<file path="config.mk">
export PLATFORM = sky130hd
export DESIGN_NAME = uv_supervisor
export DESIGN_NICKNAME = d
export VERILOG_FILES = /design/src/rtl/uvs_pkg.sv /design/src/rtl/uvs_qual_timer.sv /design/src/rtl/uvs_domain.sv /design/src/rtl/uv_supervisor.sv
export SDC_FILE = /design/constraint.sdc
export NUM_CORES = 1
export LEC_CHECK = 0
export BUFFER_PORTS_ARGS = -buffer_cell sky130_fd_sc_hd__buf_2
export CAP_MARGIN = 20
export CORE_MARGIN = 8
export CORE_UTILIZATION = 30
export CTS_BUF_LIST = sky130_fd_sc_hd__clkbuf_8
export DETAILED_ROUTE_END_ITERATION = 10
export GPL_TIMING_DRIVEN = 1
export HOLD_SLACK_MARGIN = 0.02
export MAX_ROUTING_LAYER = met4
export SYNTH_ARGS = -nofsm -noshare
export SYNTH_HDL_FRONTEND = slang
export SYNTH_SLANG_ARGS = --single-unit
</file>
<file path="constraint.sdc">
create_clock -name clk -period 1.4 [get_ports clk]
set_clock_uncertainty 0.05 [all_clocks]
set_input_delay 0 -clock clk [delete_from_list [all_inputs] [get_ports clk]]
set_output_delay 0 -clock clk [all_outputs]
set_load 0.005 [all_outputs]
</file>
<file path="src/rtl/uvs_pkg.sv">
package uvs_pkg;
   localparam int unsigned UVS_DOMAINS = 2;

   function automatic int unsigned uvs_cnt_w(input int unsigned n);
      return (n <= 2) ? 1 : $clog2(n);
   endfunction

   function automatic int unsigned uvs_max(input int unsigned a, input int unsigned b);
      return (a > b) ? a : b;
   endfunction
endpackage

</file>
<file path="src/rtl/uvs_qual_timer.sv">
module uvs_qual_timer #(
   parameter int unsigned MAX_CYC = 8,
   parameter int unsigned CW      = uvs_pkg::uvs_cnt_w(MAX_CYC)
) (
   input  logic          clk,
   input  logic          rst_n,
   input  logic          cond,
   input  logic [CW-1:0] limit,
   output logic          done
);
   generate
      if (MAX_CYC < 1) begin : g_bad
         $error("uvs_qual_timer: MAX_CYC must be at least 1");
      end
      if (MAX_CYC == 1) begin : g_direct
         logic unused_lim;
         assign unused_lim = ^limit;
         assign done = cond;
      end else begin : g_count
         logic [CW-1:0] cnt_q;
         assign done = cond && (cnt_q == limit);
         always_ff @(posedge clk or negedge rst_n) begin
            if (!rst_n)
               cnt_q <= '0;
            else if (!cond || done)
               cnt_q <= '0;
            else
               cnt_q <= cnt_q + 1'b1;
         end
      end
   endgenerate
endmodule

</file>
<file path="src/rtl/uvs_domain.sv">
module uvs_domain #(
   parameter int unsigned RISE_CYC = 4,
   parameter int unsigned FALL_CYC = 4
) (
   input  logic clk,
   input  logic rst_n,
   input  logic above_on,
   input  logic below_off,
   output logic healthy
);
   localparam int unsigned MAXC = uvs_pkg::uvs_max(RISE_CYC, FALL_CYC);
   localparam int unsigned CW   = uvs_pkg::uvs_cnt_w(MAXC);
   localparam logic [CW-1:0] RISE_LIM = CW'(RISE_CYC - 1);
   localparam logic [CW-1:0] FALL_LIM = CW'(FALL_CYC - 1);

   generate
      if (RISE_CYC < 1 || FALL_CYC < 1) begin : g_bad
         $error("uvs_domain: delays must be at least one cycle");
      end
   endgenerate

   logic          state_q;
   logic          watch;
   logic [CW-1:0] lim;
   logic          flip;

   always_comb begin
      watch = state_q ? below_off : above_on;
      lim   = state_q ? FALL_LIM  : RISE_LIM;
   end

   uvs_qual_timer #(.MAX_CYC(MAXC), .CW(CW)) u_timer (
      .clk   (clk),
      .rst_n (rst_n),
      .cond  (watch),
      .limit (lim),
      .done  (flip)
   );

   always_ff @(posedge clk or negedge rst_n) begin
      if (!rst_n)
         state_q <= 1'b0;
      else if (flip)
         state_q <= ~state_q;
   end

   assign healthy = state_q;
endmodule

</file>
<file path="src/rtl/uv_supervisor.sv">
module uv_supervisor #(
   parameter int unsigned CTL_RISE_CYC = 77,
   parameter int unsigned CTL_FALL_CYC = 150,
   parameter int unsigned PWR_RISE_CYC = 100,
   parameter int unsigned PWR_FALL_CYC = 100
) (
   input  logic clk,
   input  logic rst_n,
   input  logic ctl_above_on,
   input  logic ctl_below_off,
   input  logic pwr_above_on,
   input  logic pwr_below_off,
   output logic ctl_ok,
   output logic pwr_ok,
   output logic drv_en
);
   localparam int unsigned ND = uvs_pkg::UVS_DOMAINS;

   logic [ND-1:0] hi_flag;
   logic [ND-1:0] lo_flag;
   logic [ND-1:0] dom_ok;

   assign hi_flag = {pwr_above_on,  ctl_above_on};
   assign lo_flag = {pwr_below_off, ctl_below_off};

   generate
      for (genvar d = 0; d < ND; d++) begin : g_dom
         localparam int unsigned RC = (d == 0) ? CTL_RISE_CYC : PWR_RISE_CYC;
         localparam int unsigned FC = (d == 0) ? CTL_FALL_CYC : PWR_FALL_CYC;
         uvs_domain #(.RISE_CYC(RC), .FALL_CYC(FC)) u_dom (
            .clk       (clk),
            .rst_n     (rst_n),
            .above_on  (hi_flag[d]),
            .below_off (lo_flag[d]),
            .healthy   (dom_ok[d])
         );
      end
   endgenerate

   assign ctl_ok = dom_ok[0];
   assign pwr_ok = dom_ok[1];
   assign drv_en = &dom_ok;
endmodule

</file>
==> results.json, run 1 <==
{
  "yosysUniqueCellTypes": 22,
  "hp-start": "ctl_above_on",
  "cts_made_buffers": 3,
  "worstPathArrival_ns": 1.41,
  "worst_setup_path_start_kind": "register",
  "dpl.cell_count": 126,
  "post-route-util_pct": 40.2,
  "power.density_nw_per_um2": 896,
  "total_power_mw": 0.986,
  "cp_num_buf_inv": 0,
  "die_h_um": 69.5,
  "insertedDiodeCount": 0,
  "crit_required_ns": 1.49,
  "synth_top_area_share_pct": 49.6,
  "grt_pass1_vias": 681,
  "drt-vias-per-instance": 4.73,
  "ys_seq_area_share_pct": 49.6,
  "drc": 0,
  "crit_chain": "and4bb_1 > a22oi_4 > o2bb2ai_4 > nor2_1",
  "fmax_ghz": 0.758,
  "root_buffer": "clkbuf_8",
  "p_leak_nw": 0.528,
  "area_delta_synth_final_pct": 28.1,
  "critical_path_depth": 4,
  "drt_wl_total_um": 1640,
  "ioPinCount": 9,
  "hold_class": "in2reg",
  "vias": 638,
  "drive_gt1_share_pct": 28.8,
  "rows": 19,
  "grt_overflow_total": 0,
  "synth-seq-cells": 17,
  "grt_max_degree": 18,
  "synth_edf_count": 0,
  "peakVddDrop_mv": 0.681,
  "rsz0062_at_grt": "false",
  "cp_top_family": "flip-flops",
  "cap_violations": 0,
  "holdPathStages": 4,
  "die_x_um": 69.5,
  "numPortBuffers": 8,
  "yosys.area.top_type": "dfrtp_1",
  "final_area_um2": 1100,
  "slew_viol_final": 0,
  "grt_antenna_before_repair": 0,
  "ant_nets": 0,
  "gp_congestion": 0.729,
  "design.die.area_um2": 4830,
  "initial_core_util_pct": 31.4,
  "place_hpwl_um": 1160,
  "min_to": "g_dom[0].u_dom.healthy",
  "grt_pass1_wl_um": 2880,
  "synth_warnings": 0,
  "syn_area_per_cell_um2": 10.6,
  "setup_viol": 0,
  "min_period_ns": 1.32,
  "slew_headroom_pct": 74.2,
  "placed_area_um2": 982,
  "layoutNonFillerInstCount": 135,
  "clk_pin_slew_ns": 0.07,
  "cts_tree": "built",
  "drt_pass1_iterations": 4,
  "r2r_slack_ns": 0.08,
  "cp_max_fo": 8,
  "tightestPinTransition_ns": 0.387,
  "synthCells": 81,
  "first_iter_violations": 15,
  "finalCritPeriodShare_pct": 94.2,
  "r2r-start": "g_dom[0].u_dom.u_timer.g_count.cnt_q[4]",
  "async_flop_share_pct": 100,
  "cts.sinks": 17,
  "fillCellCount": 258,
  "mostFrequentLayoutCells": "nor2_1 (19), dfrtp_1 (17), buf_4 (9), nand3_1 (8), buf_2 (8)",
  "core_um2": 2730,
  "clock_latency_ns": 0.26,
  "grt.total_usage_pct": 7.32,
  "synth_nets": 89,
  "final_common_cell": "nor2_1",
  "synth_flop_cell": "dfrtp_1",
  "status": "completed",
  "cp-end-kind": "register",
  "synth_area_um2": 858,
  "r2r_cells": 4,
  "htreeDepth": 1,
  "worstSetupPathType": "reg2reg",
  "ys_top_cells_by_area": "dfrtp_1 (50%), nor2_1 (8.3%), xor2_1 (6.1%), xnor2_1 (5.1%), nand3_1 (4.7%)",
  "slowest_delay_ns": 0.40,
  "worstReg2RegEnd": "g_dom[0].u_dom.u_timer.g_count.cnt_q[5]",
  "cp_slowest_cell": "dfrtp_1",
  "wl_per_cell_um": 12.1,
  "clockBufferDepth": 2,
  "tns_ns": 0,
  "final-hold-violation-count": 0,
  "fin_nets": 113
}
[logic make-up (layout without fill, tap and decap cells)]
kind of cell / after synthesis / count (layout) / share of synthesized area [%]
AOI/OAI and AO/OA: 6 / 6 / 9.91
adders and majority gates: 2 / 2 / 2.91
buffers and inverters: 2 / 25 / 0.875
xor gates and xnor gates: 11 / 11 / 11.2
DFF: 17 / 17 / 49.6
and+or+nand+nor: 43 / 43 / 25.5
[worst max path at each step]
stage	startpoint	end	slack, ns
final	g_dom[0].u_dom.u_timer.g_count.cnt_q[4]	g_dom[0].u_dom.u_timer.g_count.cnt_q[5]	0.08
after global routing	g_dom[0].u_dom.u_timer.g_count.cnt_q[4]	g_dom[0].u_dom.u_timer.g_count.cnt_q[4]	0.004
after CTS	g_dom[1].u_dom.u_timer.g_count.cnt_q[1]	g_dom[1].u_dom.u_timer.g_count.cnt_q[5]	0.02
after detailed placement	g_dom[1].u_dom.u_timer.g_count.cnt_q[1]	g_dom[1].u_dom.u_timer.g_count.cnt_q[3]	-0.03
after global placement	g_dom[1].u_dom.u_timer.g_count.cnt_q[1]	g_dom[1].u_dom.u_timer.g_count.cnt_q[5]	0.03
after floorplan	g_dom[1].u_dom.u_timer.g_count.cnt_q[0]	g_dom[1].u_dom.u_timer.g_count.cnt_q[2]	0.04
[cells in the mapped netlist, types with 2 or more instances]
cell type / number
and2_1: 3
inv_1: 2
dfrtp_1: 17
nand2b_1: 2
nand3_1: 8
nor2_1: 19
xor2_1: 6
xnor2_1: 5
nand2_1: 5
ha_1: 2
[final cells by class]
cell class                      instances  area [um2]  share of cell area [%]
Clock inverter                          1        5.00                   0.455
Timing Repair Buffer                   19         128                    11.6
Inverter                                2        7.51                   0.683
Clock buffer                            3        41.3                    3.75
Multi-Input combinational cell         62         454                    41.3
Tap cell                               31        38.8                    3.53
Sequential cell                        17         425                    38.7
[sequential cells by signal (all words and copies together) (netlist names)]
| name | cells |
|---|---|
| g_dom.u_dom.healthy | 2 |
| g_dom.u_dom.u_timer.g_count.cnt_q | 15 |
[worst reg2reg max path: cells and delay by family, from the launching register on]
family / cells / cell delay (ns)
AND/OR/NAND/NOR: 2 / 0.40
flip-flops: 1 / 0.40
AO/OA/AOI/OAI: 2 / 0.35
[per-stage QoR]
| step | setup WS, ns | hold WS (ns) |
|---|---|---|
| finish | 0.0814 | 0.0579 |
| global route | 0.00382 | 0.0829 |
| CTS | 0.0217 | 0.0537 |
| detailed placement | -0.0274 | -0.103 |
| global placement | 0.0289 | -0.108 |
| floorplan | 0.0417 | -0.346 |
[power by group]
group / switching [mW] / total (mW) / internal (mW)
sequential: 0.0139 / 0.519 / 0.505
clock: 0.182 / 0.379 / 0.198
combinational: 0.0456 / 0.0872 / 0.0416
[repair_timing]
item	in CTS	in global routing
hold buffers	2	0
gates resized for setup	2	3
buffers inserted	0	3
pin swaps	0	1
endpoints found under the hold margin	18	0
endpoints found under the setup margin	7	8
[routing by layer]
metal	vias up	wire (um)	GRT usage [%]
met1	310	747	7.04
met2	11	817	13.3
met3	0	73	3.58
met5	-	0	-
met4	0	0	0.683
li1	317	-	-
(Power assumes the default switching activity.)
==> inputs of run 2 (changes only) <==
Settings changed: BUFFER_PORTS_ARGS -buffer_cell sky130_fd_sc_hd__buf_2 to not set, DONT_BUFFER_PORTS set to 1.
==> results.json, run 2 (synthesized netlist as in run 1, its figures left out) <==
{
  "first_iter_violations": 46,
  "total_power_mw": 0.977,
  "vias": 638,
  "setup_viol": 0,
  "wl_per_cell_um": 13.0,
  "fin_nets": 108,
  "ioPinCount": 9,
  "drc": 0,
  "cts_tree": "built",
  "clock_latency_ns": 0.25,
  "status": "completed",
  "tightestPinTransition_ns": 0.756,
  "cts_made_buffers": 3,
  "r2r_cells": 5,
  "tns_ns": 0,
  "final_common_cell": "nor2_1",
  "ant_nets": 0,
  "fmax_ghz": 0.744,
  "post-place-ws_ns": -0.0801,
  "core_um2": 2730,
  "grt_pass1_wl_um": 2960,
  "numPortBuffers": 0,
  "grt_antenna_before_repair": 0,
  "root_buffer": "clkbuf_8",
  "crit_required_ns": 1.49,
  "min_to": "g_dom[0].u_dom.u_timer.g_count.cnt_q[1]",
  "initial_core_util_pct": 31.4,
  "crit_chain": "ha_4 > nand2_4 > nor4_4 > o21bai_4 > nor2_1",
  "drive_gt1_share_pct": 22.2,
  "rsz0062_at_grt": "true",
  "final-hold-violation-count": 0,
  "setup_slack_ns": 0.0566,
  "design.die.area_um2": 4830,
  "gp_congestion": 0.753,
  "drt_pass1_iterations": 4,
  "grt_max_degree": 18,
  "die_h_um": 69.5,
  "min_period_ns": 1.34,
  "rows": 19,
  "cp_max_fo": 7,
  "r2r-start": "g_dom[1].u_dom.u_timer.g_count.cnt_q[1]",
  "worstReg2RegEnd": "g_dom[1].u_dom.u_timer.g_count.cnt_q[0]",
  "clk_pin_slew_ns": 0.07,
  "clockBufferDepth": 2,
  "cp_num_buf_inv": 0,
  "cp_top_family": "flip-flops",
  "r2r_slack_ns": 0.06,
  "hp-start": "ctl_above_on",
  "largest_register_ffs": 15,
  "drt-vias-per-instance": 4.91,
  "mostFrequentLayoutCells": "nor2_1 (18), dfrtp_1 (17), buf_4 (10), nand3_1 (8), xor2_1 (6)",
  "area_delta_synth_final_pct": 27.7,
  "hold_class": "in2reg",
  "slowest_delay_ns": 0.40,
  "drt_wl_total_um": 1700,
  "fillCellCount": 259,
  "critical_path_depth": 5,
  "htreeDepth": 1,
  "insertedDiodeCount": 0,
  "cts.sinks": 17,
  "worstSetupPathType": "reg2reg",
  "grt_pass1_vias": 645,
  "power.density_nw_per_um2": 892,
  "grt.total_usage_pct": 7.50,
  "p_leak_nw": 0.519,
  "worstPathArrival_ns": 1.43,
  "die_x_um": 69.5,
  "finalCritPeriodShare_pct": 96.0,
  "cp_slowest_cell": "dfrtp_1",
  "peakVddDrop_mv": 0.775,
  "cap_violations": 0,
  "slew_viol_final": 0,
  "slew_headroom_pct": 49.5,
  "cp-end-kind": "register",
  "largest_register": "g_dom.u_dom.u_timer.g_count.cnt_q",
  "place_hpwl_um": 1220,
  "grt_overflow_total": 0,
  "worst_setup_path_start_kind": "register",
  "holdPathStages": 3
}
-- run 2: per-layer routing --
layer | vias to the layer above | global-route usage [%] | share of wire, %
met2 | 13 | 12.9 | 55
met5 | - | - | 0
li1 | 307 | - | -
met3 | 0 | 3.43 | 4.1
met4 | 0 | 0 | 0
met1 | 318 | 8.22 | 41
-- run 2: repair_timing --
action	in CTS	in global routing
cloned	0	0
pin swaps	1	7
buffers inserted	0	2
hold endpoints to repair	19	0
endpoints found under the setup margin	8	13
hold buffers	4	0
gates resized for setup	2	5
-- run 2: worst min-delay path: stages --
cell and delay (ns):
nand2b_1 0.09, o2bb2ai_4 0.17, nor2_1 0.05
-- run 2: power breakdown --
part,switching (mW),internal [mW],leakage [nW]
clock network,0.166,0.194,0.0269
registers,0.0167,0.506,0.232
logic,0.0479,0.0462,0.259
-- run 2: worst max path at each step --
stage | endpoint | startpoint
final | g_dom[1].u_dom.u_timer.g_count.cnt_q[0] | g_dom[1].u_dom.u_timer.g_count.cnt_q[1]
after global routing | g_dom[1].u_dom.u_timer.g_count.cnt_q[6] | g_dom[1].u_dom.u_timer.g_count.cnt_q[1]
after CTS | g_dom[1].u_dom.u_timer.g_count.cnt_q[5] | g_dom[1].u_dom.u_timer.g_count.cnt_q[4]
after detailed placement | g_dom[1].u_dom.u_timer.g_count.cnt_q[5] | g_dom[1].u_dom.u_timer.g_count.cnt_q[0]
after global placement | g_dom[1].u_dom.u_timer.g_count.cnt_q[6] | g_dom[1].u_dom.u_timer.g_count.cnt_q[0]
after floorplan | g_dom[1].u_dom.u_timer.g_count.cnt_q[2] | g_dom[1].u_dom.u_timer.g_count.cnt_q[0]
-- run 2: area by class of cell --
cell class / instances / area, um2 / share of cell area [%]
Timing Repair Buffer: 14 / 115 / 10.5
Sequential cell: 17 / 425 / 38.8
Clock buffer: 3 / 41.3 / 3.77
Inverter: 2 / 7.51 / 0.685
Tap cell: 31 / 38.8 / 3.54
Clock inverter: 1 / 3.75 / 0.342
Multi-Input combinational cell: 62 / 464 / 42.4
-- run 2: metrics by stage --
stage	cells	utilization [%]	hold slack [ns]	area, um2
2_1_floorplan	81	-	-0.346	858
3_3_place_gp	120	35.0	-0.345	957
3_5_place_dp	120	35.0	-0.345	957
4_1_cts	128	38.7	0.0517	1060
5_1_grt	130	40.1	0.0567	1100
6_report	130	40.1	0.0514	1100
==> inputs of run 3 (changes only) <==
Settings changed: SYNTH_HIERARCHICAL set to 1.
==> results.json, run 3 <==
{
  "status": "finished, violations left",
  "violations": "setup timing",
  "rsz0062_at_grt": "true",
  "cts.sinks": 17,
  "yosysUniqueCellTypes": 26,
  "first_iter_violations": 28,
  "numPortBuffers": 0,
  "grt_pass1_vias": 869,
  "fin_nets": 135,
  "crit_chain": "xor2_2 > nor4_4 > and3_4 > xor2_1",
  "largest_register_ffs": 15,
  "ioPinCount": 9,
  "yosys.area.top_type": "dfrtp_1",
  "largest_register": "g_dom.u_dom/u_timer/g_count.cnt_q",
  "ant_nets": 0,
  "cp-end-kind": "register",
  "htreeDepth": 1,
  "tightestPinTransition_ns": 0.749,
  "synth_edf_count": 0,
  "min_period_ns": 1.48,
  "netSwitchingFraction_pct": 32.4,
  "synth-seq-cells": 17,
  "combPwrFrac_pct": 28.2,
  "synth_top_area_share_pct": 39.1,
  "power.density_nw_per_um2": 975,
  "yosysMostFrequentCell": "xor2_1",
  "synth_warnings": 6,
  "wl_per_cell_um": 12.9,
  "cts_made_buffers": 3,
  "async_flop_share_pct": 100,
  "hold_class": "in2reg",
  "synthCells": 101,
  "crit_required_ns": 1.52,
  "ys_seq_area_share_pct": 39.1,
  "vias": 804,
  "synth_commonest_cells": "xor2_1 (18), dfrtp_1 (17), a211oi_1 (9), nand3_1 (8)",
  "topRoutingLayerUsed": "met4",
  "rows": 22,
  "worstSetupPathType": "reg2reg",
  "die_x_um": 76.2,
  "p_int_mw": 0.938,
  "slew_viol_final": 0,
  "drc": 0,
  "mostFrequentLayoutCells": "buf_4 (17), xor2_1 (13), dfrtp_1 (12), conb_1 (10), xor2_2 (8)",
  "core_um2": 3580,
  "peakVddDrop_mv": 0.479,
  "worstPathArrival_ns": 1.60,
  "slowest_delay_ns": 0.48,
  "initial_core_util_pct": 30.4,
  "final-hold-violation-count": 0,
  "area_delta_synth_final_pct": 30.8,
  "post-route-util_pct": 39.8,
  "finalCritPeriodShare_pct": 106,
  "root_buffer": "clkbuf_8",
  "wl_met2_um": 1230,
  "gp_congestion": 0.771,
  "syn_area_per_cell_um2": 10.8,
  "fmax_ghz": 0.675,
  "grt_antenna_before_repair": 0,
  "design.die.area_um2": 5810,
  "place_hpwl_um": 1680,
  "clockBufferDepth": 2,
  "cts_tree": "built",
  "grt_pass1_wl_um": 3840,
  "clock_latency_ns": 0.25,
  "total_power_mw": 1.39,
  "post-place-ws_ns": -0.145,
  "drt_wl_total_um": 2250,
  "grt_overflow_total": 0,
  "synth_area_um2": 1090,
  "wl_met3_um": 66,
  "clk_pin_slew_ns": 0.07,
  "slew_headroom_pct": 49.9,
  "drt-vias-per-instance": 4.62,
  "power.net_switching_mw": 0.449,
  "setup_slack_ns": -0.0811,
  "p_leak_nw": 0.615,
  "drt_pass1_iterations": 4,
  "worst_setup_path_start_kind": "register",
  "p_seq_share_pct": 45.4,
  "wl_met1_um": 940,
  "ys_top_cells_by_area": "dfrtp_1 (39%), xor2_1 (14%), a211oi_1 (6.2%), xor2_2 (4.5%), nand3_1 (3.7%)",
  "clock_power_share_pct": 26.4,
  "grt_max_degree": 18,
  "final_common_cell": "buf_4",
  "cp_slowest_cell": "dfrtp_2",
  "die_h_um": 76.2,
  "synth_flop_cell": "dfrtp_1",
  "grt.total_usage_pct": 8.02,
  "cap_violations": 0,
  "drive_gt1_share_pct": 40.5,
  "cp_max_fo": 6,
  "insertedDiodeCount": 0,
  "setup_viol": 9
}
-- run 3: changes by cell type in the layout (fill, tap and decap cells not counted), sizes merged, moves of 3 or more --
cell / before / now
nor2: 19 / 0
xor2: 6 / 21
conb: 0 / 10
a211oi: 0 / 9
buf: 10 / 17
a21oi: 0 / 3
a221oi: 0 / 3
dlygate4sd3: 4 / 1
o21ai: 0 / 3
or3: 0 / 3
xnor2: 5 / 2
-- run 3: power groups by stage --
| stage | sequential (mW) | combinational (mW) | clock (mW) |
|---|---|---|---|
| detailed placement | 0.627 | 0.351 | 0 |
| floorplan | 0.616 | 0.254 | 0 |
| CTS | 0.616 | 0.374 | 0.393 |
| finish | 0.629 | 0.392 | 0.366 |
| global placement | 0.623 | 0.345 | 0 |
| global route | 0.639 | 0.430 | 0.408 |
-- run 3: kinds of logic after synthesis --
kind of cell             count (synthesis)  synth area share, %
AND/OR/NAND/NOR                         22                 13.9
flip-flops                              17                 39.1
buffers and inverters                    7                 3.91
other                                    4                 1.38
multiplexers                             2                 2.76
AO/OA/AOI/OAI                           24                 16.0
XOR/XNOR                                23                 20.6
adder cells (fa/ha/maj)                  2                 2.30
-- run 3: critical path, delay by kind of cell (launching register included) --
family,cells,cell delay (ns)
simple gates,2,0.55
xor+xnor,2,0.33
flops,1,0.48
-- run 3: final timing paths --
| path | start | endpoint | slack (ns) | depth (start not counted) |
|---|---|---|---|---|
| worst max-delay path | g_dom[0].u_dom/healthy | g_dom[0].u_dom/healthy | -0.08 | 4 |
| worst min-delay path | pwr_below_off | g_dom[1].u_dom/u_timer/g_count.cnt_q[1] | 0.05 | 3 |
| worst max register to register | g_dom[0].u_dom/healthy | g_dom[0].u_dom/healthy | -0.08 | 4 |
| worst min register to register | g_dom[1].u_dom/u_timer/g_count.cnt_q[0] | g_dom[1].u_dom/u_timer/g_count.cnt_q[0] | 0.47 | 1 |
| max in group asynchronous | rst_n | g_dom[1].u_dom/u_timer/g_count.cnt_q[0] | 0.58 | 1 |
| min in group asynchronous | rst_n | g_dom[0].u_dom/u_timer/g_count.cnt_q[7] | 0.20 | 1 |
-- run 3: repair_timing --
| item | CTS | global route |
|---|---|---|
| endpoints found under the setup margin | 9 | 14 |
| endpoints found under the hold margin | 17 | 0 |
| setup buffers | 1 | 0 |
| hold buffers | 1 | 0 |
| pin swaps | 0 | 5 |
| resized for setup | 2 | 16 |
-- run 3: layout make-up --
class                   instances  area [um2]
flip-flops and latches         17         432
fillers                       347        2160
multi-input cells              83         728
clock buffers                   3        41.3
inverters                       4        18.8
clock inverters                 1        5.00
well taps                      48        60.1
repair buffers                 18         138
-- run 3: metal layers --
metal  vias to the layer above  GRT usage, %
met1                       387          8.94
met3                         2          1.18
met5                         -             -
met4                         0          2.88
li1                        396             -
met2                        19          14.1
-- run 3: stage by stage --
| step | instances | hold slack [ns] | area [um2] | setup TNS (ns) |
|---|---|---|---|---|
| 2_1_floorplan | 107 | -0.346 | 1130 | -0.206 |
| 3_3_place_gp | 168 | -0.345 | 1280 | -0.226 |
| 3_5_place_dp | 168 | -0.345 | 1280 | -0.538 |
| 4_1_cts | 174 | 0.0611 | 1350 | -0.378 |
| 5_1_grt | 174 | 0.0833 | 1420 | -0.988 |
| 6_report | 174 | 0.0511 | 1420 | -0.426 |
